<file path="src/rtl/cpu8_pkg.sv">
// cpu8_pkg: shared opcode values, instruction classes, sequencer states
// and flag bit positions for the 8-bit instruction sequencer.
// Assumes byte-wide data and 16-bit addresses throughout.
package cpu8_pkg;

    localparam int DATA_W = 8;
    localparam int ADDR_W = 16;
    localparam int NIB_W  = DATA_W / 2;

    // Flag bit positions inside F
    localparam int FLG_Z = 7;
    localparam int FLG_N = 6;
    localparam int FLG_H = 5;

    // Opcode values
    localparam logic [DATA_W-1:0] OPC_NOP    = 8'h00;
    localparam logic [DATA_W-1:0] OPC_LDHL   = 8'h21;
    localparam logic [DATA_W-1:0] OPC_LDSP   = 8'h31;
    localparam logic [DATA_W-1:0] OPC_INCA   = 8'h3C;
    localparam logic [DATA_W-1:0] OPC_JP     = 8'hC3;
    localparam logic [DATA_W-1:0] OPC_PREFIX = 8'hCB;
    localparam logic [DATA_W-1:0] OPC_CALL   = 8'hCD;
    localparam logic [DATA_W-1:0] OPC_JPHL   = 8'hE9;
    localparam logic [DATA_W-1:0] OPC_DI     = 8'hF3;

    typedef enum logic [3:0] {
        CLS_NOP,
        CLS_LDHL,
        CLS_LDSP,
        CLS_INCA,
        CLS_JP,
        CLS_CALL,
        CLS_JPHL,
        CLS_DI,
        CLS_PREFIX,
        CLS_BAD
    } op_class_t;

    typedef enum logic [2:0] {
        ST_FETCH,
        ST_PFX,
        ST_IMM_LO,
        ST_IMM_HI,
        ST_PUSH_HI,
        ST_PUSH_LO,
        ST_HALT
    } seq_state_t;

endpackage

</file>
<file path="src/rtl/cpu8_decode.sv">
// cpu8_decode: maps a fetched opcode byte onto an instruction class.
// Purely combinational; every value not in the supported set maps to CLS_BAD.
module cpu8_decode
    import cpu8_pkg::*;
(
    input  logic [DATA_W-1:0] opcode,
    output op_class_t         op_class,
    output logic              needs_imm
);

    // Classify the opcode byte
    always_comb begin
        unique case (opcode)
            OPC_NOP:    op_class = CLS_NOP;
            OPC_LDHL:   op_class = CLS_LDHL;
            OPC_LDSP:   op_class = CLS_LDSP;
            OPC_INCA:   op_class = CLS_INCA;
            OPC_JP:     op_class = CLS_JP;
            OPC_CALL:   op_class = CLS_CALL;
            OPC_JPHL:   op_class = CLS_JPHL;
            OPC_DI:     op_class = CLS_DI;
            OPC_PREFIX: op_class = CLS_PREFIX;
            default:    op_class = CLS_BAD;
        endcase
    end

    // Flag classes that carry a 16-bit operand
    always_comb begin
        needs_imm = (op_class == CLS_LDHL) || (op_class == CLS_LDSP) ||
                    (op_class == CLS_JP)   || (op_class == CLS_CALL);
    end

endmodule

</file>
<file path="src/rtl/cpu8_inc_unit.sv">
// cpu8_inc_unit: accumulator increment with flag update.
// Z follows a zero result, N is cleared, H follows the low-nibble carry,
// and all other flag bits pass through unchanged.
module cpu8_inc_unit
    import cpu8_pkg::*;
(
    input  logic [DATA_W-1:0] acc_in,
    input  logic [DATA_W-1:0] flags_in,
    output logic [DATA_W-1:0] acc_out,
    output logic [DATA_W-1:0] flags_out
);

    // Compute sum and the new flag byte
    always_comb begin
        acc_out          = acc_in + {{(DATA_W-1){1'b0}}, 1'b1};
        flags_out        = flags_in;
        flags_out[FLG_Z] = (acc_out == '0);
        flags_out[FLG_N] = 1'b0;
        flags_out[FLG_H] = (acc_in[NIB_W-1:0] == {NIB_W{1'b1}});
    end

endmodule

</file>
<file path="src/rtl/cpu8_seq_core.sv">
// cpu8_seq_core: multi-cycle sequencer for the supported opcode subset.
// Assumes a bus whose read data is valid in the same cycle as bus_re.
// One bus access per cycle; stops permanently on an unknown opcode.
module cpu8_seq_core
    import cpu8_pkg::*;
#(
    parameter logic [15:0] RESET_PC  = 16'h0100,
    parameter logic [15:0] RESET_SP  = 16'hDFFF,
    parameter bit          IME_RESET = 1'b1
) (
    input  logic        clk,
    input  logic        rst_n,
    output logic [15:0] bus_addr,
    output logic        bus_re,
    output logic        bus_we,
    output logic [7:0]  bus_wdata,
    input  logic [7:0]  bus_rdata,
    output logic        halted,
    output logic [15:0] pc_o,
    output logic [15:0] sp_o,
    output logic [7:0]  a_o,
    output logic [7:0]  f_o,
    output logic [7:0]  h_o,
    output logic [7:0]  l_o,
    output logic        ime_o
);

    localparam logic [ADDR_W-1:0] ONE_A = {{(ADDR_W-1){1'b0}}, 1'b1};

    seq_state_t        state_q;
    op_class_t         op_q;
    op_class_t         dec_class;
    logic              dec_imm;
    logic [ADDR_W-1:0] pc_q, sp_q, tgt_q;
    logic [DATA_W-1:0] a_q, f_q, h_q, l_q, lo_q;
    logic              ime_q;
    logic [DATA_W-1:0] inc_a, inc_f;
    logic [ADDR_W-1:0] imm16;

    cpu8_decode u_decode (
        .opcode    (bus_rdata),
        .op_class  (dec_class),
        .needs_imm (dec_imm)
    );

    cpu8_inc_unit u_inc (
        .acc_in    (a_q),
        .flags_in  (f_q),
        .acc_out   (inc_a),
        .flags_out (inc_f)
    );

    // Assemble the little-endian operand from the latched low byte
    always_comb imm16 = {bus_rdata, lo_q};

    // Drive the bus from the current state
    always_comb begin
        bus_re    = (state_q == ST_FETCH) || (state_q == ST_PFX) ||
                    (state_q == ST_IMM_LO) || (state_q == ST_IMM_HI);
        bus_we    = (state_q == ST_PUSH_HI) || (state_q == ST_PUSH_LO);
        bus_addr  = bus_we ? (sp_q - ONE_A) : pc_q;
        bus_wdata = (state_q == ST_PUSH_HI) ? pc_q[ADDR_W-1:DATA_W] : pc_q[DATA_W-1:0];
    end

    // Sequencer and architectural register update
    always_ff @(posedge clk) begin
        if (!rst_n) begin
            state_q <= ST_FETCH;
            op_q    <= CLS_NOP;
            pc_q    <= RESET_PC;
            sp_q    <= RESET_SP;
            tgt_q   <= '0;
            a_q     <= '0;
            f_q     <= '0;
            h_q     <= '0;
            l_q     <= '0;
            lo_q    <= '0;
            ime_q   <= IME_RESET;
        end else begin
            unique case (state_q)
                ST_FETCH: begin
                    pc_q <= pc_q + ONE_A;
                    op_q <= dec_class;
                    if (dec_imm) begin
                        state_q <= ST_IMM_LO;
                    end else begin
                        unique case (dec_class)
                            CLS_INCA: begin
                                a_q <= inc_a;
                                f_q <= inc_f;
                            end
                            CLS_JPHL:   pc_q    <= {h_q, l_q};
                            CLS_DI:     ime_q   <= 1'b0;
                            CLS_PREFIX: state_q <= ST_PFX;
                            CLS_BAD:    state_q <= ST_HALT;
                            default:    ;
                        endcase
                    end
                end
                ST_PFX: begin
                    pc_q    <= pc_q + ONE_A;
                    state_q <= ST_HALT;
                end
                ST_IMM_LO: begin
                    lo_q    <= bus_rdata;
                    pc_q    <= pc_q + ONE_A;
                    state_q <= ST_IMM_HI;
                end
                ST_IMM_HI: begin
                    pc_q    <= pc_q + ONE_A;
                    state_q <= ST_FETCH;
                    unique case (op_q)
                        CLS_LDHL: begin
                            h_q <= bus_rdata;
                            l_q <= lo_q;
                        end
                        CLS_LDSP: sp_q <= imm16;
                        CLS_JP:   pc_q <= imm16;
                        CLS_CALL: begin
                            tgt_q   <= imm16;
                            state_q <= ST_PUSH_HI;
                        end
                        default:  ;
                    endcase
                end
                ST_PUSH_HI: begin
                    sp_q    <= sp_q - ONE_A;
                    state_q <= ST_PUSH_LO;
                end
                ST_PUSH_LO: begin
                    sp_q    <= sp_q - ONE_A;
                    pc_q    <= tgt_q;
                    state_q <= ST_FETCH;
                end
                default: state_q <= ST_HALT;
            endcase
        end
    end

    // Expose architectural state
    always_comb begin
        halted = (state_q == ST_HALT);
        pc_o   = pc_q;
        sp_o   = sp_q;
        a_o    = a_q;
        f_o    = f_q;
        h_o    = h_q;
        l_o    = l_q;
        ime_o  = ime_q;
    end

    AST_NO_RW_CLASH: assert property (@(posedge clk) disable iff (!rst_n)
        !(bus_re && bus_we));

    AST_HALT_STICKY: assert property (@(posedge clk) disable iff (!rst_n)
        halted |=> (halted && pc_q == $past(pc_q) && sp_q == $past(sp_q)));

    AST_HALT_QUIET: assert property (@(posedge clk) disable iff (!rst_n)
        halted |-> (!bus_re && !bus_we));

    AST_PUSH_SP_STEP: assert property (@(posedge clk) disable iff (!rst_n)
        bus_we |=> (sp_q == $past(sp_q) - ONE_A));

    AST_INC_FLAGS: assert property (@(posedge clk) disable iff (!rst_n)
        (state_q == ST_FETCH && bus_rdata == OPC_INCA) |=>
        (a_q == $past(a_q) + 8'd1 && !f_q[FLG_N] && f_q[4:0] == $past(f_q[4:0])));

    AST_DI_CLEARS: assert property (@(posedge clk) disable iff (!rst_n)
        (state_q == ST_FETCH && bus_rdata == OPC_DI) |=> !ime_q);

endmodule

</file>
<file path="config.mk">
export PLATFORM = sky130hd
export DESIGN_NAME = cpu8_seq_core
export DESIGN_NICKNAME = d
export VERILOG_FILES = /design/src/rtl/cpu8_pkg.sv /design/src/rtl/cpu8_decode.sv /design/src/rtl/cpu8_inc_unit.sv /design/src/rtl/cpu8_seq_core.sv
export SDC_FILE = /design/constraint.sdc
export NUM_CORES = 1
export LEC_CHECK = 0
export CORE_MARGIN = 2
export CORE_UTILIZATION = 40
export DETAILED_ROUTE_END_ITERATION = 6
export PLACE_DENSITY = 0.66
export SLEW_MARGIN = 10
export SYNTH_ARGS = -nofsm -noshare
export SYNTH_HDL_FRONTEND = slang
export SYNTH_SLANG_ARGS = --single-unit
</file>
<file path="constraint.sdc">
create_clock -name clk -period 1.92 [get_ports clk]
set_input_delay 0.288 -clock clk [delete_from_list [all_inputs] [get_ports clk]]
set_output_delay 0.288 -clock clk [all_outputs]
set_load 0.01 [all_outputs]
</file>
==> impl_metrics.json <==
{
  "fin_ws_ns": -0.473,
  "insertedDiodeCount": 0,
  "synth-compound-area-share_pct": 23.7,
  "htree_num_levels": 3,
  "cts_buffers": 9,
  "dieHeight_um": 123,
  "status": "finished with violations",
  "worst_ep_required_time_ns": 1.63,
  "startpoint_type": "register",
  "grt_pass1_wl_um": 33600,
  "max-vdd-ir-drop_mv": 0.643,
  "dr.pass1.iters": 5,
  "io_pins": 102,
  "synth_edf_count": 0,
  "rows": 43,
  "cp-startpoint": "sp_o[1]$_SDFFE_PN1P_",
  "crit-reg2reg-launch": "sp_o[1]$_SDFFE_PN1P_",
  "place_area_um2": 7640,
  "area_delta_synth_final_pct": 52.5,
  "mostFrequentLayoutCells": "buf_4 (122), dfxtp_1 (84), nand2_1 (82)",
  "via_count": 6452,
  "synth_fa_ha_area_share_pct": 0.667,
  "initial_core_util_pct": 40.7,
  "vias_per_cell": 5.75,
  "cts_tree": "built",
  "top_layer_used": "met4",
  "fmax_mhz": 418,
  "clk_latency_ns": 0.36,
  "antenna_found_initial": 0,
  "drive_gt1_share_pct": 30.3,
  "die_area_um2": 15000,
  "wire_per_inst_um": 19.9,
  "syn-cell-area_um2": 5630,
  "grt_pass1_vias": 6003,
  "path_clk_slew_ns": 0.07,
  "yosysWarnings": 0,
  "overflow": 0,
  "crit_path_max_fanout": 4,
  "hold_viol_final": 0,
  "die_x_um": 123,
  "routed_wl_um": 22300,
  "drc": 0,
  "coreArea_um2": 13800,
  "worstPathArrival_ns": 2.11,
  "synthCells": 727,
  "drv_slew": 0,
  "route.met3.wl_um": 1670,
  "hold_slack_ns": 0.366,
  "synthXorXnorAreaFrac_pct": 5.45,
  "hpwl_um": 16000,
  "met1Wirelength_um": 9880,
  "synth-seq-area-share_pct": 32.0,
  "synth_top_family_by_area": "simple AND/OR/NAND/NOR gates",
  "nets": 952,
  "ant_nets": 0,
  "grt_usage_pct": 29.7,
  "drt-initial-drc-count": 745,
  "synthArstFlopShare_pct": 0,
  "hold_path_class": "input pin to register",
  "rsz0062_at_grt": "true",
  "setup_tns_ns": -4.54,
  "clock_path_buffers": 2,
  "synthDistinctLibCells": 72,
  "synth_seq_cells": 90,
  "gp_congestion": 0.990,
  "final.min_clock_period_ns": 2.39,
  "violations": "setup timing",
  "skew_ns": 0.0112,
  "final_area_um2": 8580,
  "timing_worst_setup_path_type": "register to primary output",
  "muxShareOfSynthArea_pct": 7.29,
  "p_leak_nw": 3.53,
  "finalCritPeriodShare_pct": 125,
  "grt_max_degree": 65,
  "wl_met2_um": 10300,
  "setup_violations": 19,
  "place_ws_ns": -0.583,
  "final_common_cell": "buf_4",
  "synth_flop_cell": "dfxtp_1",
  "drv_cap": 0,
  "p_per_area_nw_per_um2": 1330,
  "hold_start": "bus_rdata[6]",
  "cts_root_buf": "clkbuf_16",
  "avgSynthCellArea_um2": 7.74,
  "synth-simple-area-share_pct": 25.2,
  "numPortBuffers": 95,
  "end_kind": "primary output",
  "cts.sinks": 90
}
## power by group
group          leakage (nW)  total [W]  switching (W)  internal [W]
Combinational          2.64    0.00664        0.00351       0.00313
Clock                 0.156    0.00196       0.000820       0.00114
Sequential            0.734    0.00279       0.000552       0.00224
Total                  3.53     0.0114        0.00488       0.00651
## state kept, by name, indices dropped and copies added (netlist names)
name     flops
tgt_q       16
pc_o        16
f_o          2
a_o          8
h_o          8
state_q      3
op_q         4
ime_o        1
l_o          8
lo_q         8
sp_o        16
## Yosys cell counts, types with 4 or more instances
cell	instances	share of area, %
a21boi_0	9	1.2
a21oi_1	45	4.0
a221oi_1	4	0.62
a31oi_1	11	1.2
and2_1	10	1.1
and3_1	6	0.67
buf_2	6	0.53
buf_4	6	0.80
clkbuf_1	48	3.2
dfxtp_1	90	32
inv_1	9	0.60
mux2_2	8	1.6
mux2i_1	32	5.7
nand2_1	88	5.9
nand2b_1	10	1.1
nand3_1	12	1.1
nand4_1	8	0.89
nor2_1	42	2.8
nor2b_1	38	4.2
nor3_1	23	2.0
o211ai_1	5	0.67
o21a_1	7	0.93
o21ai_0	76	6.8
o221ai_1	4	0.62
o22ai_1	15	1.7
or3_1	9	1.0
xnor2_1	19	3.0
xor2_1	16	2.5
## worst paths after layout
check | end | slack (ns) | depth (start not counted)
setup / recovery | bus_addr[14] | -0.47 | 8
hold / removal | lo_q[6]$_SDFFE_PN0P_ | 0.37 | 4
setup reg to reg | sp_o[14]$_SDFFE_PN1P_ | -0.43 | 13
hold reg to reg | ime_o$_SDFFE_PN1P_ | 0.45 | 2
## routing by layer
| metal | vias to the layer above | global-route usage (%) |
|---|---|---|
| met2 | 310 | 46.4 |
| li1 | 3005 | - |
| met4 | 0 | 10.3 |
| met1 | 3100 | 41.3 |
| met3 | 37 | 4.83 |
| met5 | - | 0 |
## metrics by stage
step,power [W],std cells,utilization (%)
after floorplan,0.00571,732,-
after global placement,0.00882,1077,55.3
final,0.0114,1123,62.1
after global routing,0.0120,1123,62.1
after CTS,0.0110,1117,60.5
after detailed placement,0.00890,1077,55.3
## worst max-delay path, cell delays in order, from the launching register on
cell and delay [ns]:
dfxtp_4 0.37, inv_4 0.06, ha_4 0.14, nor3b_4 0.21, nand4b_1 0.17, or3_4 0.37
xor2_1 0.16, o21ai_2 0.12, buf_2 0.14
## cells by family after synthesis
family | Yosys count
other | 1
flip-flops | 90
multiplexers | 40
AND/OR/NAND/NOR | 272
AO/OA/AOI/OAI | 211
XOR/XNOR | 35
buffers and inverters | 75
adder cells (fa/ha/maj) | 3
## cell type report
| type | count | area (µm²) |
|---|---|---|
| fill | 1178 | 5240 |
| multi-input combinational | 567 | 3860 |
| timing repair buffer | 259 | 2310 |
| sequential | 90 | 1820 |
| clock buffer | 9 | 225 |
| tap | 180 | 225 |
| clock inverter | 6 | 91.3 |
| inverter | 12 | 56.3 |
## timing repair
item | in CTS | in global routing
hold buffers | 0 | 0
gates resized for setup | 172 | 82
gates cloned | 0 | 0
setup endpoints to repair | 52 | 47
setup buffers | 28 | 18
pin swaps | 29 | 45
Note: power is estimated with default switching activity, not from simulation.
